<file path="config.mk">
export PLATFORM = sky130hd
export DESIGN_NAME = slot_sched
export DESIGN_NICKNAME = d
export VERILOG_FILES = /design/src/rtl/slot_sched_pkg.sv /design/src/rtl/slot_ref_timer.sv /design/src/rtl/slot_chan_seek.sv /design/src/rtl/slot_sh_pick.sv /design/src/rtl/slot_sched.sv
export SDC_FILE = /design/constraint.sdc
export NUM_CORES = 1
export LEC_CHECK = 0
export BUFFER_PORTS_ARGS = -buffer_cell sky130_fd_sc_hd__buf_2
export CAP_MARGIN = 15
export CORE_MARGIN = 2
export CORE_UTILIZATION = 50
export CTS_CLUSTER_DIAMETER = 30
export CTS_CLUSTER_SIZE = 10
export DETAILED_ROUTE_END_ITERATION = 8
export PLACE_DENSITY = 0.88
export SYNTH_ARGS = -nofsm -noshare
export SYNTH_HDL_FRONTEND = slang
export SYNTH_HIERARCHICAL = 1
export SYNTH_SLANG_ARGS = --single-unit
</file>
<file path="constraint.sdc">
create_clock -name clk -period 2.09 [get_ports clk]
set_input_delay 0.1045 -clock clk [delete_from_list [all_inputs] [get_ports clk]]
set_output_delay 0.1045 -clock clk [all_outputs]
set_load 0.02 [all_outputs]
</file>
<file path="src/rtl/slot_sched_pkg.sv">
package slot_sched_pkg;

    // Kind of slot chosen for the next conversion
    typedef enum logic [2:0] {
        SLOT_NONE,
        SLOT_PRI,
        SLOT_SH0,
        SLOT_SH1,
        SLOT_TEMP
    } slot_kind_e;

    localparam int unsigned DEF_BUF_W    = 5;
    localparam int unsigned DEF_SH0_BUF  = 23;
    localparam int unsigned DEF_SH1_BUF  = 24;
    localparam int unsigned DEF_TEMP_BUF = 25;

endpackage

</file>
<file path="src/rtl/slot_ref_timer.sv">
module slot_ref_timer #(
    parameter int unsigned SETTLE_CYCLES = 100000
) (
    input  logic clk,
    input  logic rst_n,
    input  logic ref_en,
    output logic ref_ok
);
    localparam int unsigned CNT_W = $clog2(SETTLE_CYCLES + 1);

    typedef struct packed {
        logic             en;
        logic             ok;
        logic [CNT_W-1:0] cnt;
    } rt_t;

    rt_t rt_d, rt_q;

    always_comb begin
        rt_d    = rt_q;
        rt_d.en = ref_en;
        if (!ref_en) begin
            rt_d.cnt = '0;
            rt_d.ok  = 1'b0;
        end else if (!rt_q.en) begin
            // first cycle with the reference on: load the countdown
            rt_d.cnt = CNT_W'(SETTLE_CYCLES - 1);
            rt_d.ok  = 1'b0;
        end else if (rt_q.cnt != '0) begin
            rt_d.cnt = rt_q.cnt - CNT_W'(1);
        end else begin
            rt_d.ok = 1'b1;
        end
    end

    always_ff @(posedge clk) begin
        if (!rst_n) begin
            rt_q <= '0;
        end else begin
            rt_q <= rt_d;
        end
    end

    assign ref_ok = rt_q.ok;

endmodule

</file>
<file path="src/rtl/slot_chan_seek.sv">
module slot_chan_seek #(
    parameter int unsigned NUM_CH = 16,
    parameter int unsigned PTR_W  = 5,
    parameter int unsigned CH_W   = 4
) (
    input  logic [NUM_CH-1:0] mask,
    input  logic [PTR_W-1:0]  from_ptr,
    output logic              found,
    output logic [CH_W-1:0]   idx
);
    // Lowest enabled channel at or above from_ptr
    always_comb begin
        found = 1'b0;
        idx   = '0;
        for (int i = NUM_CH - 1; i >= 0; i--) begin
            if (mask[i] && (PTR_W'(i) >= from_ptr)) begin
                found = 1'b1;
                idx   = CH_W'(i);
            end
        end
    end

endmodule

</file>
<file path="src/rtl/slot_sh_pick.sv">
module slot_sh_pick (
    input  logic [1:0] req,
    input  logic       owe1,
    output logic       any,
    output logic       contested,
    output logic       pick
);
    always_comb begin
        any       = |req;
        contested = &req;
        // contested: S/H0 unless S/H1 is owed the slot
        pick      = contested ? owe1 : req[1];
    end

endmodule

</file>
<file path="src/rtl/slot_sched.sv">
module slot_sched
    import slot_sched_pkg::*;
#(
    parameter int unsigned NUM_CH        = 16,
    parameter int unsigned SETTLE_CYCLES = 100000,
    parameter int unsigned BUF_W         = DEF_BUF_W,
    parameter int unsigned SH0_BUF       = DEF_SH0_BUF,
    parameter int unsigned SH1_BUF       = DEF_SH1_BUF,
    parameter int unsigned TEMP_BUF      = DEF_TEMP_BUF,
    localparam int unsigned NSRC         = NUM_CH + 3,
    localparam int unsigned SRC_W        = $clog2(NSRC)
) (
    input  logic              clk,
    input  logic              rst_n,
    input  logic              ref_en,
    input  logic              run,
    input  logic [NUM_CH-1:0] ch_mask,
    input  logic [1:0]        sh_en,
    input  logic [1:0]        sh_trig,
    input  logic              temp_en,
    input  logic              conv_done,
    input  logic [NSRC-1:0]   flag_clr,
    output logic              conv_start,
    output logic [SRC_W-1:0]  conv_src,
    output logic [BUF_W-1:0]  conv_buf,
    output logic              ref_ok,
    output logic [NSRC-1:0]   done_flags
);
    localparam int unsigned CH_W  = (NUM_CH > 1) ? $clog2(NUM_CH) : 1;
    localparam int unsigned PTR_W = $clog2(NUM_CH + 1);

    localparam logic [SRC_W-1:0] SH0_CODE  = SRC_W'(NUM_CH);
    localparam logic [SRC_W-1:0] SH1_CODE  = SRC_W'(NUM_CH + 1);
    localparam logic [SRC_W-1:0] TEMP_CODE = SRC_W'(NUM_CH + 2);

    typedef struct packed {
        logic             busy;
        logic             start;
        logic [SRC_W-1:0] src;
        logic [BUF_W-1:0] bufi;
        logic [PTR_W-1:0] ptr;
        logic             sec_ok;
        logic             owe1;
        logic             temp_taken;
        logic [1:0]       pend;
        logic [NSRC-1:0]  flags;
    } sched_t;

    sched_t     st_d, st_q;
    slot_kind_e kind;

    logic            seek_found;
    logic [CH_W-1:0] seek_idx;
    logic [1:0]      pend_live;
    logic            sh_any, sh_contested, sh_pick;

    slot_ref_timer #(
        .SETTLE_CYCLES(SETTLE_CYCLES)
    ) u_ref (
        .clk   (clk),
        .rst_n (rst_n),
        .ref_en(ref_en),
        .ref_ok(ref_ok)
    );

    slot_chan_seek #(
        .NUM_CH(NUM_CH),
        .PTR_W (PTR_W),
        .CH_W  (CH_W)
    ) u_seek (
        .mask    (ch_mask),
        .from_ptr(st_q.ptr),
        .found   (seek_found),
        .idx     (seek_idx)
    );

    assign pend_live = st_q.pend & sh_en;

    slot_sh_pick u_pick (
        .req      (pend_live),
        .owe1     (st_q.owe1),
        .any      (sh_any),
        .contested(sh_contested),
        .pick     (sh_pick)
    );

    always_comb begin
        st_d       = st_q;
        st_d.start = 1'b0;
        st_d.pend  = pend_live | (sh_trig & sh_en);
        st_d.flags = st_q.flags & ~flag_clr;
        kind       = SLOT_NONE;

        if (st_q.busy) begin
            if (conv_done) begin
                st_d.busy = 1'b0;
                for (int i = 0; i < int'(NSRC); i++) begin
                    if (st_q.src == SRC_W'(i)) begin
                        st_d.flags[i] = 1'b1;
                    end
                end
            end
        end else if (!run) begin
            st_d.ptr        = '0;
            st_d.sec_ok     = 1'b0;
            st_d.owe1       = 1'b0;
            st_d.temp_taken = 1'b0;
        end else if (ref_ok) begin
            if (sh_any && (st_q.sec_ok || (ch_mask == '0))) begin
                kind = sh_pick ? SLOT_SH1 : SLOT_SH0;
            end else if (seek_found) begin
                kind = SLOT_PRI;
            end else if (temp_en && !st_q.temp_taken) begin
                kind = SLOT_TEMP;
            end else begin
                // end of pass: wrap to the lowest channel
                st_d.ptr        = '0;
                st_d.temp_taken = 1'b0;
            end
        end

        case (kind)
            SLOT_PRI: begin
                st_d.src    = SRC_W'(seek_idx);
                st_d.bufi   = BUF_W'(seek_idx);
                st_d.ptr    = PTR_W'(seek_idx) + PTR_W'(1);
                st_d.sec_ok = 1'b1;
            end
            SLOT_SH0: begin
                st_d.src     = SH0_CODE;
                st_d.bufi    = BUF_W'(SH0_BUF);
                st_d.pend[0] = sh_trig[0] & sh_en[0];
                st_d.sec_ok  = 1'b0;
                if (sh_contested) begin
                    st_d.owe1 = 1'b1;
                end
            end
            SLOT_SH1: begin
                st_d.src     = SH1_CODE;
                st_d.bufi    = BUF_W'(SH1_BUF);
                st_d.pend[1] = sh_trig[1] & sh_en[1];
                st_d.sec_ok  = 1'b0;
                st_d.owe1    = 1'b0;
            end
            SLOT_TEMP: begin
                st_d.src        = TEMP_CODE;
                st_d.bufi       = BUF_W'(TEMP_BUF);
                st_d.temp_taken = 1'b1;
                st_d.sec_ok     = 1'b0;
            end
            default: begin
            end
        endcase

        if (kind != SLOT_NONE) begin
            st_d.start = 1'b1;
            st_d.busy  = 1'b1;
        end
    end

    always_ff @(posedge clk) begin
        if (!rst_n) begin
            st_q <= '0;
        end else begin
            st_q <= st_d;
        end
    end

    assign conv_start = st_q.start;
    assign conv_src   = st_q.src;
    assign conv_buf   = st_q.bufi;
    assign done_flags = st_q.flags;

endmodule

</file>
==> PnR_summary.wiki, run 1 <==
{| class="wikitable"
! Metric !! Value
|-
| Result of the run || finished, violations left
|-
| Failing checks || negative setup slack
|-
| Sequential share of power || 0.433
|-
| Flip-flop and latch count after synthesis || 59
|-
| Topmost layer with routed signal wires || met4
|-
| Total area of sequential cells || 0.00120 mm^2
|-
| Area share of and/or/nand/nor cells after synthesis || 0.315
|-
| Worst Setup SP || st_q[25]$_SDFFE_PN0P_
|-
| Routed length per placed instance || 16.2 um
|-
| Fraction of final layout cells with drive strength greater than 1 || 0.385
|-
| Multi-input gate area in the final layout || 0.00212 mm^2
|-
| Fraction of registers with async set/reset || 0
|-
| Commonest register cell after synthesis || sky130_fd_sc_hd__dfxtp_1
|-
| Dominant combinational cell family by area after synthesis || simple AND/OR/NAND/NOR gates
|-
| Area growth from synthesis to layout || 29.3%
|-
| Placeable core region || 0.00679 mm^2
|-
| Type of element capturing the critical path || flop
|-
| Clock Tree Buf Depth || 2
|-
| Fraction of power spent switching nets || 0.246
|-
| Clock root cell || sky130_fd_sc_hd__clkbuf_8
|-
| Clock Sinks || 59
|-
| Horizontal die dimension || 87.9 um
|-
| Post-Syn Area || 0.00352 mm^2
|-
| Period Utilization, post-route || 1.09
|-
| Post-Route WL || 10300 um
|-
| Effective utilization at floorplan || 0.518
|-
| Number of flops mapped to enable cells by yosys || 0
|-
| Routed via count divided by cell count || 5.81
|-
| Detailed-route DRC error count || 0
|-
| Worst-Skew Late Latency || 0.34 ns
|-
| Period minus WS final || 2.28 ns
|-
| Amount of wire on met3 after detailed routing || 662 um
|-
| YS warnings || 6
|-
| Max Cap Violations || 0
|-
| Post-Place Setup Slack || -0.252 ns
|-
| Commonest non-fill, non-tap cells in the layout || sky130_fd_sc_hd__buf_2, sky130_fd_sc_hd__dfxtp_1, sky130_fd_sc_hd__buf_4, sky130_fd_sc_hd__nand2_1, sky130_fd_sc_hd__nor2_1
|-
| Count of vias placed by the detailed router || 3675
|-
| Peak VDD IR || 0.000620 V
|-
| Clock slew seen by the registers of the worst setup and hold paths || 0.07 ns
|-
| Per-instance average area after synthesis || 7.99 um^2
|-
| Smallest setup slack after layout || -0.188 ns
|-
| Num ports || 76
|-
| Portion of the post-synthesis area used by sequential elements || 0.336
|-
| Required time worst endpoint || 2.35 ns
|-
| Path type of the worst setup path || reg2reg
|-
| Maximum number of pins on one net before global-route repair || 29
|-
| Post-placement cell count || 598
|-
| Fin. Hold Viols || 0
|-
| Cell area power density || 590 mW/mm^2
|-
| Detail Route Antenna Nets || 0
|-
| Initial detailed-routing violation count || 375
|-
| Actual transition at the worst max-transition pin || 0.538 ns
|-
| Leading cell type in the layout, fill and taps excluded || sky130_fd_sc_hd__buf_2
|-
| Number of iterations in the first detailed-routing pass || 5
|-
| Adder and majority cell fraction of the synthesized area || 0.00711
|-
| Worst setup skew after layout || 0.00831 ns
|-
| CTS Buf Count || 9
|-
| Vias in the first global route || 3254
|-
| Final Max Slew Viols || 0
|-
| Level count of the clock H-tree || 3
|-
| Std-Cell Rows || 30
|-
| Input/output buffers || 75
|-
| Nets || 579
|-
| Post-DP HPWL || 6460 um
|-
| Total power consumption of the routed design || 2.68 mW
|-
| Count of inserted antenna diode cells || 0
|-
| Complex-gate fraction of the synthesized area || 0.212
|-
| Net load switching power || 0.659 mW
|-
| DIE AREA || 0.00772 mm^2
|-
| Gr usage total || 0.257
|-
| TritonCTS clock tree || built
|-
| Met2 wire length || 5130 um
|-
| RSZ-0062 raised after global routing || true
|-
| Maximum net fanout on the critical path || 5
|-
| Initial antenna violation count || 0
|-
| Critical path startpoint category || flop
|-
| Wire length of the first global-routing pass || 15700 um
|-
| Multiplexer share of the synthesized area || 0.0114
|-
| Die Ht || 87.9 um
|-
| Hold path start || sh_en[0]
|-
| Internal Pwr Total || 2.02 mW
|-
| Share of power burned in combinational logic || 0.126
|-
| Overflow left after global routing || 0
|-
| Total leakage power || 1.89 nW
|-
| Last weighted congestion value of the routability-driven placer || 0.888
|-
| Hold Path Class || in2reg
|-
| Worst hold slack after final layout || 0.0132 ns
|-
| Slack of the worst reg-to-reg path || -0.19 ns
|-
| Post-route met1 wirelength || 4190 um
|-
| Xor and xnor fraction of the mapped netlist area || 0.00498
|-
| Number of fillers in the final layout || 504
|-
| Clock group share of total power || 0.441
|-
| Number of standard cells in the final layout excluding fillers || 633
|-
| Post-synthesis cell count || 440
|-
| Reg-to-Reg Start || st_q[25]$_SDFFE_PN0P_
|-
| Max Clk Rate || 439 MHz
|-
| Critical Path AT || 2.54 ns
|-
| Headroom to the max-slew limit || 0.638
|-
| Final number of setup-violating endpoints || 17
|-
| Number of nets in the synthesized netlist || 487
|-
| Number of library cell types mapped by synthesis || 73
|}
[sequential cells by signal, summed over array words and instances, names as in the netlist]
register and flops:
u_ref/rt_q 18, st_q 11, conv_src 5, conv_start 1, u_ref/ref_ok 1, conv_buf 4, done_flags 19
[final timing paths]
kind	to	depth (start not counted)
worst max register to register	st_q[25]$_SDFFE_PN0P_	12
worst max-delay path	st_q[25]$_SDFFE_PN0P_	12
worst min-delay path	st_q[19]$_SDFF_PN0_	3
worst min register to register	done_flags[14]$_SDFF_PN0_	2
[power by group through the flow]
stage | combinational (mW) | sequential [mW] | clock (mW)
final | 0.339 | 1.16 | 1.18
after global routing | 0.369 | 1.16 | 1.24
after CTS | 0.314 | 1.16 | 1.19
after detailed placement | 0.296 | 1.19 | 0
after global placement | 0.289 | 1.19 | 0
after floorplan | 0.181 | 1.18 | 0
[critical path, stage by stage (launching register included)]
cell	delay [ns]
sky130_fd_sc_hd__dfxtp_4	0.37
sky130_fd_sc_hd__buf_4	0.14
sky130_fd_sc_hd__nor2_4	0.04
sky130_fd_sc_hd__o21ai_4	0.16
sky130_fd_sc_hd__nand4_1	0.15
sky130_fd_sc_hd__nor3_2	0.21
sky130_fd_sc_hd__buf_4	0.16
sky130_fd_sc_hd__nand2b_4	0.07
sky130_fd_sc_hd__or3b_4	0.41
sky130_fd_sc_hd__nand2_1	0.08
sky130_fd_sc_hd__a21o_1	0.14
sky130_fd_sc_hd__a21oi_4	0.10
sky130_fd_sc_hd__o21ai_1	0.15
[synthesized netlist by cell type, types with 10 or more instances]
library cell | count | share of area
sky130_fd_sc_hd__dfxtp_1 | 59 | 0.34
sky130_fd_sc_hd__nand2_1 | 35 | 0.037
sky130_fd_sc_hd__buf_4 | 33 | 0.070
sky130_fd_sc_hd__nor2_1 | 30 | 0.032
sky130_fd_sc_hd__a21oi_1 | 29 | 0.041
sky130_fd_sc_hd__inv_1 | 24 | 0.026
sky130_fd_sc_hd__nand3_1 | 17 | 0.024
sky130_fd_sc_hd__o21ai_0 | 14 | 0.020
sky130_fd_sc_hd__nand2b_1 | 13 | 0.023
sky130_fd_sc_hd__nor3_1 | 13 | 0.018
sky130_fd_sc_hd__and2_1 | 12 | 0.021
sky130_fd_sc_hd__clkbuf_1 | 10 | 0.011
sky130_fd_sc_hd__nand4_1 | 10 | 0.018
sky130_fd_sc_hd__nor4_1 | 10 | 0.018
sky130_fd_sc_hd__o22ai_1 | 10 | 0.018
[per-stage QoR]
stage / utilization / area (um^2) / setup TNS [ns]
after floorplan: - / 3530 / 0
after global placement: 0.583 / 3960 / -2.21
after detailed placement: 0.583 / 3960 / -2.90
after CTS: 0.646 / 4390 / -0.101
after global routing: 0.669 / 4550 / -3.22
final: 0.669 / 4550 / -2.07
[per-layer routing]
layer  vias to the layer above  track usage
met5                         -            0
met4                         0       0.0629
li1                       1745            -
met1                      1728        0.329
met2                       167        0.436
met3                        35       0.0641
[what timing repair did]
action / in CTS / in global routing
hold endpoints to repair: 1 / 1
gates cloned: 0 / 1
hold buffers: 2 / 1
setup endpoints to repair: 17 / 26
pin swaps: 14 / 17
buffers inserted: 10 / 5
gates resized for setup: 31 / 22
[cells by family after synthesis]
group / after synthesis
AND/OR/NAND/NOR: 192
AO/OA/AOI/OAI: 110
buffers and inverters: 71
flip-flops: 59
multiplexers: 4
XOR/XNOR: 2
adder cells (fa/ha/maj): 2
[layout make-up]
cell class	instances	area share
sequential	59	0.264
clock buffer	11	0.0333
multi-input combinational	311	0.467
tap	96	0.0264
clock inverter	5	0.0165
timing repair buffer	126	0.173
inverter	25	0.0206
No activity file was read; power rests on OpenSTA's default activity.
==> inputs of run 2 (changes only) <==
--- a/config.mk
+++ b/config.mk
@@ -8,11 +8,11 @@
 export BUFFER_PORTS_ARGS = -buffer_cell sky130_fd_sc_hd__buf_2
 export CAP_MARGIN = 15
 export CORE_MARGIN = 2
-export CORE_UTILIZATION = 50
+export CORE_UTILIZATION = 55
 export CTS_CLUSTER_DIAMETER = 30
 export CTS_CLUSTER_SIZE = 10
 export DETAILED_ROUTE_END_ITERATION = 8
-export PLACE_DENSITY = 0.88
+export PLACE_DENSITY = 0.92
 export SYNTH_ARGS = -nofsm -noshare
 export SYNTH_HDL_FRONTEND = slang
 export SYNTH_HIERARCHICAL = 1
==> constraint.sdc (replaced) <==
create_clock -name clk -period 2.65 [get_ports clk]
set_input_delay 0.1325 -clock clk [delete_from_list [all_inputs] [get_ports clk]]
set_output_delay 0.1325 -clock clk [all_outputs]
set_load 0.02 [all_outputs]
==> PnR_summary.wiki, run 2 (same netlist as run 1, synthesis figures left out) <==
{| class="wikitable"
! Metric !! Value
|-
| Result of the run || complete, no violations
|-
| Setup TNS || 0 ns
|-
| Final Instance Area || 0.00397 mm^2
|-
| Internal Pwr Total || 1.57 mW
|-
| Post-placement cell count || 550
|-
| Leading cell type in the layout, fill and taps excluded || sky130_fd_sc_hd__buf_2
|-
| Maximum number of pins on one net before global-route repair || 29
|-
| Nets || 532
|-
| Post-Route WL || 8680 um
|-
| Post-DP HPWL || 6310 um
|-
| TritonCTS clock tree || built
|-
| Period Utilization, post-route || 0.912
|-
| Clock Sinks || 59
|-
| Fin. Hold Viols || 0
|-
| Commonest non-fill, non-tap cells in the layout || sky130_fd_sc_hd__buf_2, sky130_fd_sc_hd__dfxtp_1, sky130_fd_sc_hd__nand2_1, sky130_fd_sc_hd__nor2_1, sky130_fd_sc_hd__a21oi_1
|-
| Initial detailed-routing violation count || 307
|-
| Last weighted congestion value of the routability-driven placer || 1.08
|-
| Headroom to the max-slew limit || 0.582
|-
| Total leakage power || 1.62 nW
|-
| Std-Cell Rows || 29
|-
| Final Max Slew Viols || 0
|-
| Actual transition at the worst max-transition pin || 0.623 ns
|-
| Required time worst endpoint || 2.88 ns
|-
| Fraction of final layout cells with drive strength greater than 1 || 0.284
|-
| Area of placed instances || 0.00371 mm^2
|-
| Period minus WS final || 2.42 ns
|-
| Type of element capturing the critical path || flop
|-
| Max Clk Rate || 414 MHz
|-
| Clock Tree Buf Depth || 2
|-
| Final number of setup-violating endpoints || 0
|-
| Maximum net fanout on the critical path || 10
|-
| Clock root cell || sky130_fd_sc_hd__clkbuf_8
|-
| Routed via count divided by cell count || 6.09
|-
| Fraction of power spent switching nets || 0.239
|-
| Clock group share of total power || 0.446
|-
| Wire length of the first global-routing pass || 14400 um
|-
| Critical path startpoint category || flop
|-
| Horizontal die dimension || 84.0 um
|-
| Number of standard cells in the final layout excluding fillers || 567
|-
| Detail Route Antenna Nets || 0
|-
| Crit path cell chain || nor2_1 > and3_1 > nor2b_2 > nand4_1 > nand2b_1 > o31ai_1 > a21oi_4 > o221a_2
|-
| Hold buffer count at CTS || 0
|-
| Effective utilization at floorplan || 0.560
|-
| Count of inserted antenna diode cells || 0
|-
| Maximum cell stage delay along the critical path || 0.52 ns
|-
| Overflow left after global routing || 0
|-
| Net load switching power || 0.493 mW
|-
| Share of power burned in combinational logic || 0.108
|-
| Placeable core region || 0.00628 mm^2
|-
| Input/output buffers || 75
|-
| Worst-Skew Late Latency || 0.34 ns
|-
| Gr usage total || 0.248
|-
| RSZ-0062 raised after global routing || false
|-
| Critical Path AT || 2.65 ns
|-
| DIE AREA || 0.00705 mm^2
|-
| Detailed-route DRC error count || 0
|-
| Clock slew seen by the registers of the worst setup and hold paths || 0.06 ns
|-
| Sequential share of power || 0.445
|-
| Path type of the worst setup path || reg2reg
|-
| Level count of the clock H-tree || 3
|-
| Vias in the first global route || 3205
|-
| Number of iterations in the first detailed-routing pass || 5
|-
| Hold Path Class || in2reg
|-
| Num ports || 76
|-
| Die Ht || 84.0 um
|-
| Initial antenna violation count || 0
|-
| Peak VDD IR || 0.000382 V
|-
| Cell area power density || 519 mW/mm^2
|-
| Routed length per placed instance || 15.3 um
|-
| Max Cap Violations || 0
|-
| CTS Buf Count || 9
|-
| Count of vias placed by the detailed router || 3451
|-
| Critical-path top delay cell || sky130_fd_sc_hd__o31ai_1
|-
| Area growth from synthesis to layout || 12.8%
|-
| Max FFs per register || 19
|-
| Worst setup skew after layout || 0.00809 ns
|-
| Core occupancy in the finished layout || 0.632
|}
## run 2: changes by cell type in the layout (fill, tap and decap cells not counted), moves of 3 or more
cell	previous run	this run
sky130_fd_sc_hd__buf_4	43	5
sky130_fd_sc_hd__buf_6	5	0
sky130_fd_sc_hd__nand2b_1	8	13
sky130_fd_sc_hd__nand2b_4	5	0
sky130_fd_sc_hd__dfxtp_2	0	4
sky130_fd_sc_hd__dfxtp_4	5	1
sky130_fd_sc_hd__a21oi_4	4	1
sky130_fd_sc_hd__dlygate4sd3_1	3	0
sky130_fd_sc_hd__nand2_1	32	35
sky130_fd_sc_hd__nand2_2	4	1
## run 2: repair_timing
| item | CTS | global route |
|---|---|---|
| setup endpoints to repair | 0 | 17 |
| resized for setup | 0 | 11 |
| endpoints found under the hold margin | 0 | 0 |
| buffers inserted | 0 | 1 |
## run 2: worst max-delay path: cells and delay by family, from the launching register on
kind	cells	cell delay (ns)
compound gates	3	0.93
flops	1	0.44
simple gates	5	0.93
## run 2: layout make-up
cell class	count	area [um^2]
Clock buffer	11	151
Clock inverter	5	75.1
Fill cell	515	2310
Inverter	25	93.8
Multi-Input combinational cell	310	1950
Sequential cell	59	1190
Tap cell	77	96.3
Timing Repair Buffer	80	413
## run 2: path summary, 6_finish.rpt
kind	slack [ns]	endpoint	startpoint	cells past startpoint
worst max register to register	0.23	conv_buf[0]$_SDFFE_PN0P_	st_q[27]$_SDFFE_PN0P_	8
worst max-delay path	0.23	conv_buf[0]$_SDFFE_PN0P_	st_q[27]$_SDFFE_PN0P_	8
worst min register to register	0.48	done_flags[14]$_SDFF_PN0_	done_flags[14]$_SDFF_PN0_	2
worst min-delay path	0.02	st_q[20]$_SDFF_PN0_	sh_trig[1]	3
## run 2: power by group through the flow
stage / registers, mW / logic, mW / clock network, mW
floorplan: 0.932 / 0.142 / 0
global placement: 0.937 / 0.208 / 0
detailed placement: 0.938 / 0.216 / 0
CTS: 0.918 / 0.219 / 0.930
global route: 0.920 / 0.246 / 0.966
finish: 0.918 / 0.224 / 0.920
## run 2: per-layer routing
metal,share of wire,vias to the layer above,wire length [um],global-route usage
met5,0,-,0,0
met4,0.016,0,141,0.0587
met3,0.072,20,624,0.0643
met2,0.50,151,4330,0.434
met1,0.41,1626,3590,0.305
li1,-,1654,-,-
## run 2: per-stage QoR
step | setup slack, ns | hold WS [ns] | power, mW
finish | 0.232 | 0.0154 | 2.06
global route | 0.0722 | 0.0248 | 2.13
CTS | 0.0617 | 0.0109 | 2.07
detailed placement | 0.0786 | 0.362 | 1.15
global placement | 0.211 | 0.341 | 1.14
floorplan | 0.432 | 0.250 | 1.07
